**config.mk**
```make
export PLATFORM = sky130hd
export DESIGN_NAME = pt_xlat
export DESIGN_NICKNAME = d
export VERILOG_FILES = /design/src/rtl/pt_xlat_pkg.sv /design/src/rtl/pt_req_reg.sv /design/src/rtl/pt_entry_fwd.sv /design/src/rtl/pt_entry_decode.sv /design/src/rtl/pt_xlat_ctrl.sv /design/src/rtl/pt_xlat.sv
export SDC_FILE = /design/constraint.sdc
export NUM_CORES = 1
export LEC_CHECK = 0
export BUFFER_PORTS_ARGS = -buffer_cell sky130_fd_sc_hd__buf_2
export CORE_UTILIZATION = 43
export DETAILED_ROUTE_END_ITERATION = 8
export PLACE_DENSITY = 0.76
export SLEW_MARGIN = 20
export SYNTH_ARGS = -nofsm -noshare
export SYNTH_HDL_FRONTEND = slang
export SYNTH_SLANG_ARGS = --single-unit
```
**constraint.sdc**
```tcl
create_clock -name clk -period 1.68 [get_ports clk]
set_input_delay 0.42 -clock clk [delete_from_list [all_inputs] [get_ports clk]]
set_output_delay 0.42 -clock clk [all_outputs]
set_load 0.05 [all_outputs]
```
**src/rtl/pt_xlat_pkg.sv**
```systemverilog
// Package pt_xlat_pkg
// Holds the control state encoding shared by the translator's controller and
// its checker. It assumes nothing about widths; those stay module parameters.
package pt_xlat_pkg;

    typedef enum logic [2:0] {
        ST_IDLE  = 3'd0,  // waiting for a request
        ST_ISSUE = 3'd1,  // table read strobe driven
        ST_WAIT  = 3'd2,  // table data returning, entry captured
        ST_CHECK = 3'd3,  // captured entry decoded, residency tested
        ST_RESP  = 3'd4,  // response pulse
        ST_FAULT = 3'd5   // waiting for the handler's acknowledge
    } xlat_st_e;

endpackage

```
**src/rtl/pt_req_reg.sv**
```systemverilog
// Module pt_req_reg
// Captures an accepted virtual address and splits it into page index and
// in-page offset. Assumes the offset occupies the low OFF_W bits and the index
// the remaining upper bits. The fields stay held until the next load.
module pt_req_reg #(
    parameter int VA_W  = 32,
    parameter int OFF_W = 12,
    localparam int IDX_W = VA_W - OFF_W
) (
    input  logic             clk,
    input  logic             rst_n,
    input  logic             load,
    input  logic [VA_W-1:0]  vaddr,
    output logic [IDX_W-1:0] idx_q,
    output logic [OFF_W-1:0] off_q
);

    // Hold the split request fields for the whole translation
    always_ff @(posedge clk) begin
        if (!rst_n) begin
            idx_q <= '0;
            off_q <= '0;
        end else if (load) begin
            idx_q <= vaddr[VA_W-1 -: IDX_W];
            off_q <= vaddr[OFF_W-1:0];
        end
    end

endmodule

```
**src/rtl/pt_entry_fwd.sv**
```systemverilog
// Module pt_entry_fwd
// Chooses the entry a lookup uses. The table read returns contents from before
// any write on the same edge, so a handler update to the looked-up index on
// the read edge is held here. An update on the landing edge is taken directly.
// Assumes rd_slot is the cycle of the read strobe and land_slot the cycle after.
module pt_entry_fwd #(
    parameter int IDX_W = 20,
    parameter int ENT_W = 24
) (
    input  logic             clk,
    input  logic             rst_n,
    input  logic             rd_slot,
    input  logic             land_slot,
    input  logic [IDX_W-1:0] look_idx,
    input  logic             upd_en,
    input  logic [IDX_W-1:0] upd_idx,
    input  logic [ENT_W-1:0] upd_data,
    input  logic [ENT_W-1:0] rd_data,
    output logic [ENT_W-1:0] ent_sel
);

    logic             hit_now;
    logic             byp_v_q;
    logic [ENT_W-1:0] byp_d_q;

    // Detect an update aimed at the entry under lookup
    always_comb hit_now = upd_en && (upd_idx == look_idx);

    // Hold an update that coincides with the table read edge
    always_ff @(posedge clk) begin
        if (!rst_n) begin
            byp_v_q <= 1'b0;
            byp_d_q <= '0;
        end else if (rd_slot) begin
            byp_v_q <= hit_now;
            byp_d_q <= upd_data;
        end else if (!land_slot) begin
            byp_v_q <= 1'b0;
        end
    end

    // Newest source wins: landing-edge update, held update, then table data
    always_comb begin
        if (land_slot && hit_now) ent_sel = upd_data;
        else if (byp_v_q)         ent_sel = byp_d_q;
        else                      ent_sel = rd_data;
    end

endmodule

```
**src/rtl/pt_entry_decode.sv**
```systemverilog
// Module pt_entry_decode
// Unpacks a table entry: residency flag on the top bit, then three page number
// fields (high, middle, low), then unused padding at the bottom. Joins the
// fields above the offset to form the physical address.
// Assumes ENT_W equals 1 + HI_W + MID_W + LO_W + PAD_W.
module pt_entry_decode #(
    parameter int HI_W  = 7,
    parameter int MID_W = 8,
    parameter int LO_W  = 5,
    parameter int PAD_W = 3,
    parameter int OFF_W = 12,
    localparam int ENT_W = 1 + HI_W + MID_W + LO_W + PAD_W,
    localparam int PA_W  = HI_W + MID_W + LO_W + OFF_W
) (
    input  logic [ENT_W-1:0] ent,
    input  logic [OFF_W-1:0] off,
    output logic             ent_valid,
    output logic [PA_W-1:0]  paddr
);

    localparam int HI_TOP  = ENT_W - 2;
    localparam int MID_TOP = HI_TOP - HI_W;

    logic [HI_W-1:0]  f_hi;
    logic [MID_W-1:0] f_mid;
    logic [LO_W-1:0]  f_lo;

    // Slice the packed fields out of the entry
    always_comb begin
        ent_valid = ent[ENT_W-1];
        f_hi      = ent[HI_TOP -: HI_W];
        f_mid     = ent[MID_TOP -: MID_W];
        f_lo      = ent[PAD_W +: LO_W];
        paddr     = {f_hi, f_mid, f_lo, off};
    end

    // Padding bits carry no meaning; tie them off only when they exist
    generate
        if (PAD_W > 0) begin : g_pad
            logic pad_unused;
            always_comb pad_unused = ^ent[PAD_W-1:0];
        end
    endgenerate

endmodule

```
**src/rtl/pt_xlat_ctrl.sv**
```systemverilog
// Module pt_xlat_ctrl
// Sequences one translation: accept, read strobe, data landing, residency
// check, then either a response pulse or a fault held until acknowledged,
// after which the read is issued again. Assumes ent_valid reflects the entry
// captured on the landing cycle.
module pt_xlat_ctrl
    import pt_xlat_pkg::*;
(
    input  logic clk,
    input  logic rst_n,
    input  logic req_valid,
    input  logic ent_valid,
    input  logic fault_ack,
    output logic req_ready,
    output logic load_req,
    output logic rd_slot,
    output logic land_slot,
    output logic load_pa,
    output logic resp_valid,
    output logic fault_valid
);

    xlat_st_e st_q;
    xlat_st_e st_d;

    // State register with synchronous reset to idle
    always_ff @(posedge clk) begin
        if (!rst_n) st_q <= ST_IDLE;
        else        st_q <= st_d;
    end

    // Next-state rules for one outstanding translation
    always_comb begin
        st_d = st_q;
        case (st_q)
            ST_IDLE:  if (req_valid) st_d = ST_ISSUE;
            ST_ISSUE: st_d = ST_WAIT;
            ST_WAIT:  st_d = ST_CHECK;
            ST_CHECK: st_d = ent_valid ? ST_RESP : ST_FAULT;
            ST_RESP:  st_d = ST_IDLE;
            ST_FAULT: if (fault_ack) st_d = ST_ISSUE;
            default:  st_d = ST_IDLE;
        endcase
    end

    // Decode state into strobes for datapath and ports
    always_comb begin
        req_ready   = (st_q == ST_IDLE);
        load_req    = (st_q == ST_IDLE) && req_valid;
        rd_slot     = (st_q == ST_ISSUE);
        land_slot   = (st_q == ST_WAIT);
        load_pa     = (st_q == ST_CHECK) && ent_valid;
        resp_valid  = (st_q == ST_RESP);
        fault_valid = (st_q == ST_FAULT);
    end

endmodule

```
**src/rtl/pt_xlat.sv**
```systemverilog
// Module pt_xlat
// Top of the single-level page table translator. Splits the virtual address,
// reads one entry from an external table, forwards handler updates to that
// table, and either answers with the physical address or raises a fault and
// retries after acknowledge. Assumes the table answers a read one cycle after
// the strobe, returning contents from before any write on that same edge.
module pt_xlat #(
    parameter int VA_W  = 32,
    parameter int OFF_W = 12,
    parameter int HI_W  = 7,
    parameter int MID_W = 8,
    parameter int LO_W  = 5,
    parameter int PAD_W = 3,
    localparam int IDX_W = VA_W - OFF_W,
    localparam int ENT_W = 1 + HI_W + MID_W + LO_W + PAD_W,
    localparam int PA_W  = HI_W + MID_W + LO_W + OFF_W
) (
    input  logic             clk,
    input  logic             rst_n,
    input  logic             req_valid,
    output logic             req_ready,
    input  logic [VA_W-1:0]  req_vaddr,
    output logic             resp_valid,
    output logic [PA_W-1:0]  resp_paddr,
    output logic             fault_valid,
    output logic [IDX_W-1:0] fault_idx,
    input  logic             fault_ack,
    output logic             tbl_rd_en,
    output logic [IDX_W-1:0] tbl_rd_idx,
    input  logic [ENT_W-1:0] tbl_rd_data,
    input  logic             upd_en,
    input  logic [IDX_W-1:0] upd_idx,
    input  logic [ENT_W-1:0] upd_data,
    output logic             tbl_wr_en,
    output logic [IDX_W-1:0] tbl_wr_idx,
    output logic [ENT_W-1:0] tbl_wr_data
);

    logic             load_req;
    logic             rd_slot;
    logic             land_slot;
    logic             load_pa;
    logic             ent_valid;
    logic [IDX_W-1:0] idx_q;
    logic [OFF_W-1:0] off_q;
    logic [ENT_W-1:0] ent_sel;
    logic [ENT_W-1:0] ent_q;
    logic [PA_W-1:0]  pa_d;
    logic [PA_W-1:0]  pa_q;

    pt_xlat_ctrl u_ctrl (
        .clk         (clk),
        .rst_n       (rst_n),
        .req_valid   (req_valid),
        .ent_valid   (ent_valid),
        .fault_ack   (fault_ack),
        .req_ready   (req_ready),
        .load_req    (load_req),
        .rd_slot     (rd_slot),
        .land_slot   (land_slot),
        .load_pa     (load_pa),
        .resp_valid  (resp_valid),
        .fault_valid (fault_valid)
    );

    pt_req_reg #(.VA_W(VA_W), .OFF_W(OFF_W)) u_req (
        .clk   (clk),
        .rst_n (rst_n),
        .load  (load_req),
        .vaddr (req_vaddr),
        .idx_q (idx_q),
        .off_q (off_q)
    );

    pt_entry_fwd #(.IDX_W(IDX_W), .ENT_W(ENT_W)) u_fwd (
        .clk       (clk),
        .rst_n     (rst_n),
        .rd_slot   (rd_slot),
        .land_slot (land_slot),
        .look_idx  (idx_q),
        .upd_en    (upd_en),
        .upd_idx   (upd_idx),
        .upd_data  (upd_data),
        .rd_data   (tbl_rd_data),
        .ent_sel   (ent_sel)
    );

    pt_entry_decode #(
        .HI_W(HI_W), .MID_W(MID_W), .LO_W(LO_W), .PAD_W(PAD_W), .OFF_W(OFF_W)
    ) u_dec (
        .ent       (ent_q),
        .off       (off_q),
        .ent_valid (ent_valid),
        .paddr     (pa_d)
    );

    // Capture the chosen entry on the landing cycle
    always_ff @(posedge clk) begin
        if (!rst_n)         ent_q <= '0;
        else if (land_slot) ent_q <= ent_sel;
    end

    // Register the physical address when the entry proves resident
    always_ff @(posedge clk) begin
        if (!rst_n)       pa_q <= '0;
        else if (load_pa) pa_q <= pa_d;
    end

    // Drive response, fault, and table read ports from held state
    always_comb begin
        resp_paddr = pa_q;
        fault_idx  = idx_q;
        tbl_rd_en  = rd_slot;
        tbl_rd_idx = idx_q;
    end

    // Pass handler updates straight to the table write port
    always_comb begin
        tbl_wr_en   = upd_en;
        tbl_wr_idx  = upd_idx;
        tbl_wr_data = upd_data;
    end

endmodule

```
==> results.txt, run 1 <==
H-tree Lvls -> 3
root buf cell -> clkbuf_16
kind of critical path -> reg -> reg
Clk pin slew, worst setup/hold paths -> 0.08 ns
XOR/XNOR share of the synthesized area -> 3.36%
Post-synth EDFFs -> 0
flops & latches, synth -> 110
Max-cap violations -> 0
Slew @ Worst Pin -> 0.502 ns
FF-to-FF setup slack -> -0.13 ns
die area -> 12600 µm²
slew margin rel. -> 66.6%
slowest CP cell -> dfxtp_4
Post-Syn Instances -> 614
IO Count -> 226
DR vias -> 4525
leakage power -> 3.01 nW
number of remaining DRC errors -> 12
Routability Congestion -> 0.808
worst path arrival time -> 2.04 ns
Core Box Area -> 11600 µm²
Mapped Area -> 5210 µm²
Final Instance Area -> 6760 µm²
Final Util -> 58.2%
Final Critical Period -> 1.81 ns
die height -> 112 µm
multiplexer share of the synthesized area -> 4.03%
failing checks -> design-rule violations, negative setup slack
CP peak stage delay -> 0.35 ns
antenna violations before repair -> 1
final setup TNS -> -2.26 ns
Post-Synth Adder-Cell Area -> 0%
site row count -> 39
vias in the first global route -> 4306
Critical Path RT -> 1.91 ns
first-pass GRT wire length -> 21200 µm
share of cells above drive strength 1 -> 40.9%
largest net degree at the start of global routing -> 62
clock sink count -> 110
Slew Limit Fails -> 0
All-Layer GR Usage -> 21.5%
most common cell after layout, fill and taps aside -> buf_2
Die Wd -> 112 µm
placed insts -> 908
post-synthesis async set-or-reset flop share -> 0%
Tcrit/Tclk final -> 108%
dpl ws -> -0.383 ns
commonest cells after routing, fill and taps aside -> 212 x buf_2, 174 x nand2_1, 87 x dfxtp_1, 76 x a21boi_0, 38 x buf_4
later-pin clock latency in the skew report -> 0.34 ns
Reg area -> 2270 µm²
Routed Antenna Nets -> 0
Initial DRT Pass Iterations -> 9
Max Buffers Root-to-Sink -> 2
initial core utilization -> 44.9%
GR Overflow Total -> 0
Fin. Hold Viols -> 0
PD cells -> 962 nW/µm²
Top FF cell, synth -> dfxtp_1
Mapped Avg Cell Area -> 8.49 µm²
Area growth syn-to-layout -> 29.8%
Layout Cells excl Fill -> 932
Cell Chain, Critical Path -> xor2_1, nor4_2, buf_4, and2b_2, nand2_8, buf_12, a221o_1
largest family of logic cells by synthesized area -> simple AND/OR/NAND/NOR gates
Finish-stage setup viols -> 21
CTS Buf Count -> 9
RSZ-0062 raised after global routing -> yes
Setup Skew -> 0.00794 ns
nets -> 888
Final Worst Setup Slack -> -0.132 ns
status -> finished with violations
Worst Hold Class -> in -> reg
Vias per Instance -> 4.86
Avg WL per Cell -> 14.2 µm
TritonCTS clock tree -> built
DP Area -> 6260 µm²
Filler Cells Inserted -> 1080
sequential fraction of the synthesis area -> 42.3%
Critical Path Sink Type -> flip-flop
I/O Buffers -> 216
Synth cell types -> 32
kind of start point of the critical path -> flip-flop
CP max FO -> 8
post-detail-place hpwl -> 9400 µm
maximum clock frequency -> 552 MHz
syn_nets -> 719
Synth Area in Simple Gates -> 19.9%
Routed WL -> 13300 µm
worst vdd rail ir drop -> 0.000730 V
hold slack -> 0.310 ns
Yosys warnings -> 0
Compound-Gate Fraction of Synth Area -> 17.1%
Tot Pwr -> 6.50 mW
multi-input logic area -> 2420 µm²
1st-iter DRT viols -> 160
-- worst max-delay path: cells and delay by family, from the launching register on --
kind | cells | cell delay [ns]
simple gates | 3 | 0.59
flops | 1 | 0.35
xor+xnor | 1 | 0.16
compound gates | 1 | 0.30
buf+inv | 2 | 0.30
-- worst paths after layout --
kind	start	end	cells past startpoint
setup reg to reg	u_req.idx_q[15]	ent_q[20]	7
hold reg to reg	u_fwd.byp_d_q[13]	u_fwd.byp_d_q[13]	2
hold / removal	req_vaddr[3]	u_req.off_q[3]	3
setup / recovery	u_req.idx_q[15]	ent_q[20]	7
-- layer usage --
layer	wire length, µm	GRT usage, %
met1	5750	26.8
met2	6520	37.0
met3	744	4.05
met4	249	8.44
met5	0	0
-- sequential cells by signal (all words and copies together), names as in the netlist --
register and cells:
resp_paddr 32, ent_q 21, u_fwd.byp_d_q 21, u_req.idx_q 20, u_req.off_q 12, u_ctrl.st_q 3, u_fwd.byp_v_q 1
-- synth_stat cells, types with 2 or more instances --
cell | number | area (µm²)
a21oi_1 | 4 | 20.0
nand3_1 | 2 | 10.0
clkbuf_1 | 26 | 97.6
nand2_1 | 174 | 653
and2_1 | 22 | 138
nand3b_1 | 2 | 15.0
a221o_1 | 20 | 200
xnor2_1 | 16 | 140
xor2_1 | 4 | 35.0
buf_6 | 4 | 45.0
a21boi_1 | 9 | 67.6
mux2i_1 | 21 | 210
nor3_1 | 2 | 10.0
nor2_1 | 25 | 93.8
dfxtp_1 | 110 | 2200
buf_4 | 65 | 488
nand2b_1 | 4 | 25.0
buf_2 | 11 | 55.1
a21boi_0 | 77 | 578
nand4_1 | 4 | 25.0
-- area by class of cell --
type                       instances  area share (%)
sequential                       110            33.5
multi-input combinational        396            35.7
timing repair buffer             264            23.6
clock buffer                      10            3.54
antenna                            1          0.0370
clock inverter                     6           0.796
tap                              143            2.65
inverter                           2           0.148
-- repair_timing --
item | CTS | global route
endpoints found under the setup margin | 25 | 25
resized for setup | 20 | 12
setup buffers | 3 | 3
pin swaps | 7 | 6
hold buffers | 0 | 0
gates cloned | 1 | 0
-- cells by family after synthesis --
family | after synthesis
DFF | 110
muxes | 21
and+or+nand+nor | 242
AOI/OAI and AO/OA | 113
xor gates and xnor gates | 20
buffers and inverters | 108
-- where the power goes --
group	total, mW	leakage [nW]	internal, mW	switching [mW]
clock	2.07	0.141	1.07	0.999
sequential	2.86	0.908	2.76	0.0957
combinational	1.57	1.96	0.552	1.02
No activity file was read; power rests on OpenSTA's default activity.
==> inputs of run 2 (changes only) <==
- SETUP_SLACK_MARGIN: default -> 0.2
==> results.txt, run 2 (synthesis gave the netlist of run 1 again) <==
most common cell after layout, fill and taps aside -> buf_2
All-Layer GR Usage -> 22.3%
number of remaining DRC errors -> 20
FF-to-FF setup slack -> -0.15 ns
Core Box Area -> 11600 µm²
vias in the first global route -> 4241
Slew Limit Fails -> 0
FF-to-FF End -> ent_q[19]
Crit Reg-Reg Startpoint -> u_req.idx_q[19]
status -> finished with violations
dpl ws -> -0.351 ns
Avg WL per Cell -> 15.2 µm
Tcrit/Tclk final -> 109%
DR vias -> 4613
max FFs per register -> 32
failing checks -> design-rule violations, negative setup slack
Worst Hold Class -> in -> reg
site row count -> 39
CP max FO -> 10
kind of start point of the critical path -> flip-flop
Hold Startpoint -> req_vaddr[13]
commonest cells after routing, fill and taps aside -> 182 x buf_2, 174 x nand2_1, 87 x dfxtp_1, 56 x buf_4, 45 x a21boi_0
CTS Buf Count -> 9
Tot Pwr -> 6.64 mW
Clk pin slew, worst setup/hold paths -> 0.07 ns
Finish-stage setup viols -> 22
Setup Skew -> 0.0130 ns
Max-cap violations -> 0
Slew @ Worst Pin -> 0.826 ns
maximum clock frequency -> 547 MHz
Routed Antenna Nets -> 0
first-pass GRT wire length -> 21700 µm
RSZ-0062 raised after global routing -> yes
worst path arrival time -> 2.12 ns
nets -> 888
share of cells above drive strength 1 -> 41.4%
IO Count -> 226
PD cells -> 956 nW/µm²
Die Wd -> 112 µm
leakage power -> 3.05 nW
root buf cell -> clkbuf_16
Final Worst Setup Slack -> -0.147 ns
die area -> 12600 µm²
TritonCTS clock tree -> built
Setup crit end -> ent_q[19]
1st-iter DRT viols -> 223
Critical Path Sink Type -> flip-flop
Max Buffers Root-to-Sink -> 2
Filler Cells Inserted -> 1035
Vias per Instance -> 4.96
Worst Setup SP -> u_req.idx_q[19]
kind of critical path -> reg -> reg
worst-case reg-to-reg path depth -> 8
Critical Path RT -> 1.97 ns
Routability Congestion -> 0.818
worst vdd rail ir drop -> 0.000894 V
I/O Buffers -> 216
Final Util -> 59.8%
later-pin clock latency in the skew report -> 0.35 ns
initial core utilization -> 44.9%
clock sink count -> 110
slew margin rel. -> 44.6%
ANT cells -> 0
H-tree Lvls -> 3
largest net degree at the start of global routing -> 83
Fin. Hold Viols -> 0
Final Critical Period -> 1.83 ns
Routed WL -> 14100 µm
GR Overflow Total -> 0
Initial DRT Pass Iterations -> 7
Area growth syn-to-layout -> 33.2%
die height -> 112 µm
post-detail-place hpwl -> 9460 µm
antenna violations before repair -> 1
-- run 2: cell types whose count changed in the layout (fill, tap and decap cells not counted), moves of 2 or more --
cell,previous run,this run
a21boi_0,76,45
a21boi_1,10,40
buf_2,212,182
buf_4,38,56
buf_6,4,10
clkbuf_4,0,3
buf_8,1,3
-- run 2: worst min-delay path by stage --
stage | slack (ns) | end | cells past startpoint
2_1_floorplan | 0.43 | u_fwd.byp_d_q[13] | 2
5_1_grt | 0.29 | u_req.idx_q[7] | 3
3_5_place_dp | 0.45 | u_req.off_q[0] | 2
3_3_place_gp | 0.44 | u_req.off_q[10] | 2
4_1_cts | 0.28 | u_req.idx_q[5] | 3
6_report | 0.30 | u_req.idx_q[1] | 3
-- run 2: layer usage --
metal  share of wire [%]  track usage [%]
met4                 1.7             7.56
met5                   0                0
met1                  40             24.8
met2                  51             41.0
met3                 7.6             5.94
-- run 2: timing repair --
action / 4_1_cts / 5_1_grt
gates resized for setup: 69 / 20
hold buffers: 0 / 0
gates cloned: 2 / 1
setup endpoints to repair: 49 / 52
buffers inserted: 9 / 4
pin swaps: 10 / 7
-- run 2: layout make-up --
type / instances / area [µm²] / share of cell area, %
multi-input combinational: 396 / 2450 / 35.3
sequential: 110 / 2270 / 32.6
timing repair buffer: 264 / 1730 / 25.0
clock buffer: 10 / 239 / 3.44
tap: 143 / 179 / 2.58
clock inverter: 5 / 60.1 / 0.865
inverter: 2 / 17.5 / 0.252
-- run 2: per-stage QoR --
stage	TNS, ns	area, µm²	hold WS (ns)	std cells
5_1_grt	-4.57	6940	0.294	930
6_report	-2.62	6940	0.296	930
3_5_place_dp	-7.06	6180	0.446	899
2_1_floorplan	-0.146	5320	0.435	614
4_1_cts	-2.20	6840	0.281	925
3_3_place_gp	-5.98	6180	0.443	899
-- run 2: critical path, cell delays in order, from the launching register on --
cell	delay (ns)
dfxtp_4	0.35
xnor2_1	0.16
nand4_1	0.17
nor4_4	0.30
buf_6	0.17
buf_6	0.10
and3_4	0.21
clkbuf_16	0.17
a221o_2	0.15
-- run 2: report_power, final --
| group | switching (mW) | leakage, nW | internal, mW | total, mW |
|---|---|---|---|---|
| Sequential | 0.102 | 0.908 | 2.77 | 2.87 |
| Clock | 0.942 | 0.145 | 1.19 | 2.13 |
| Combinational | 1.04 | 2.00 | 0.598 | 1.64 |
| Total | 2.08 | 3.05 | 4.55 | 6.64 |
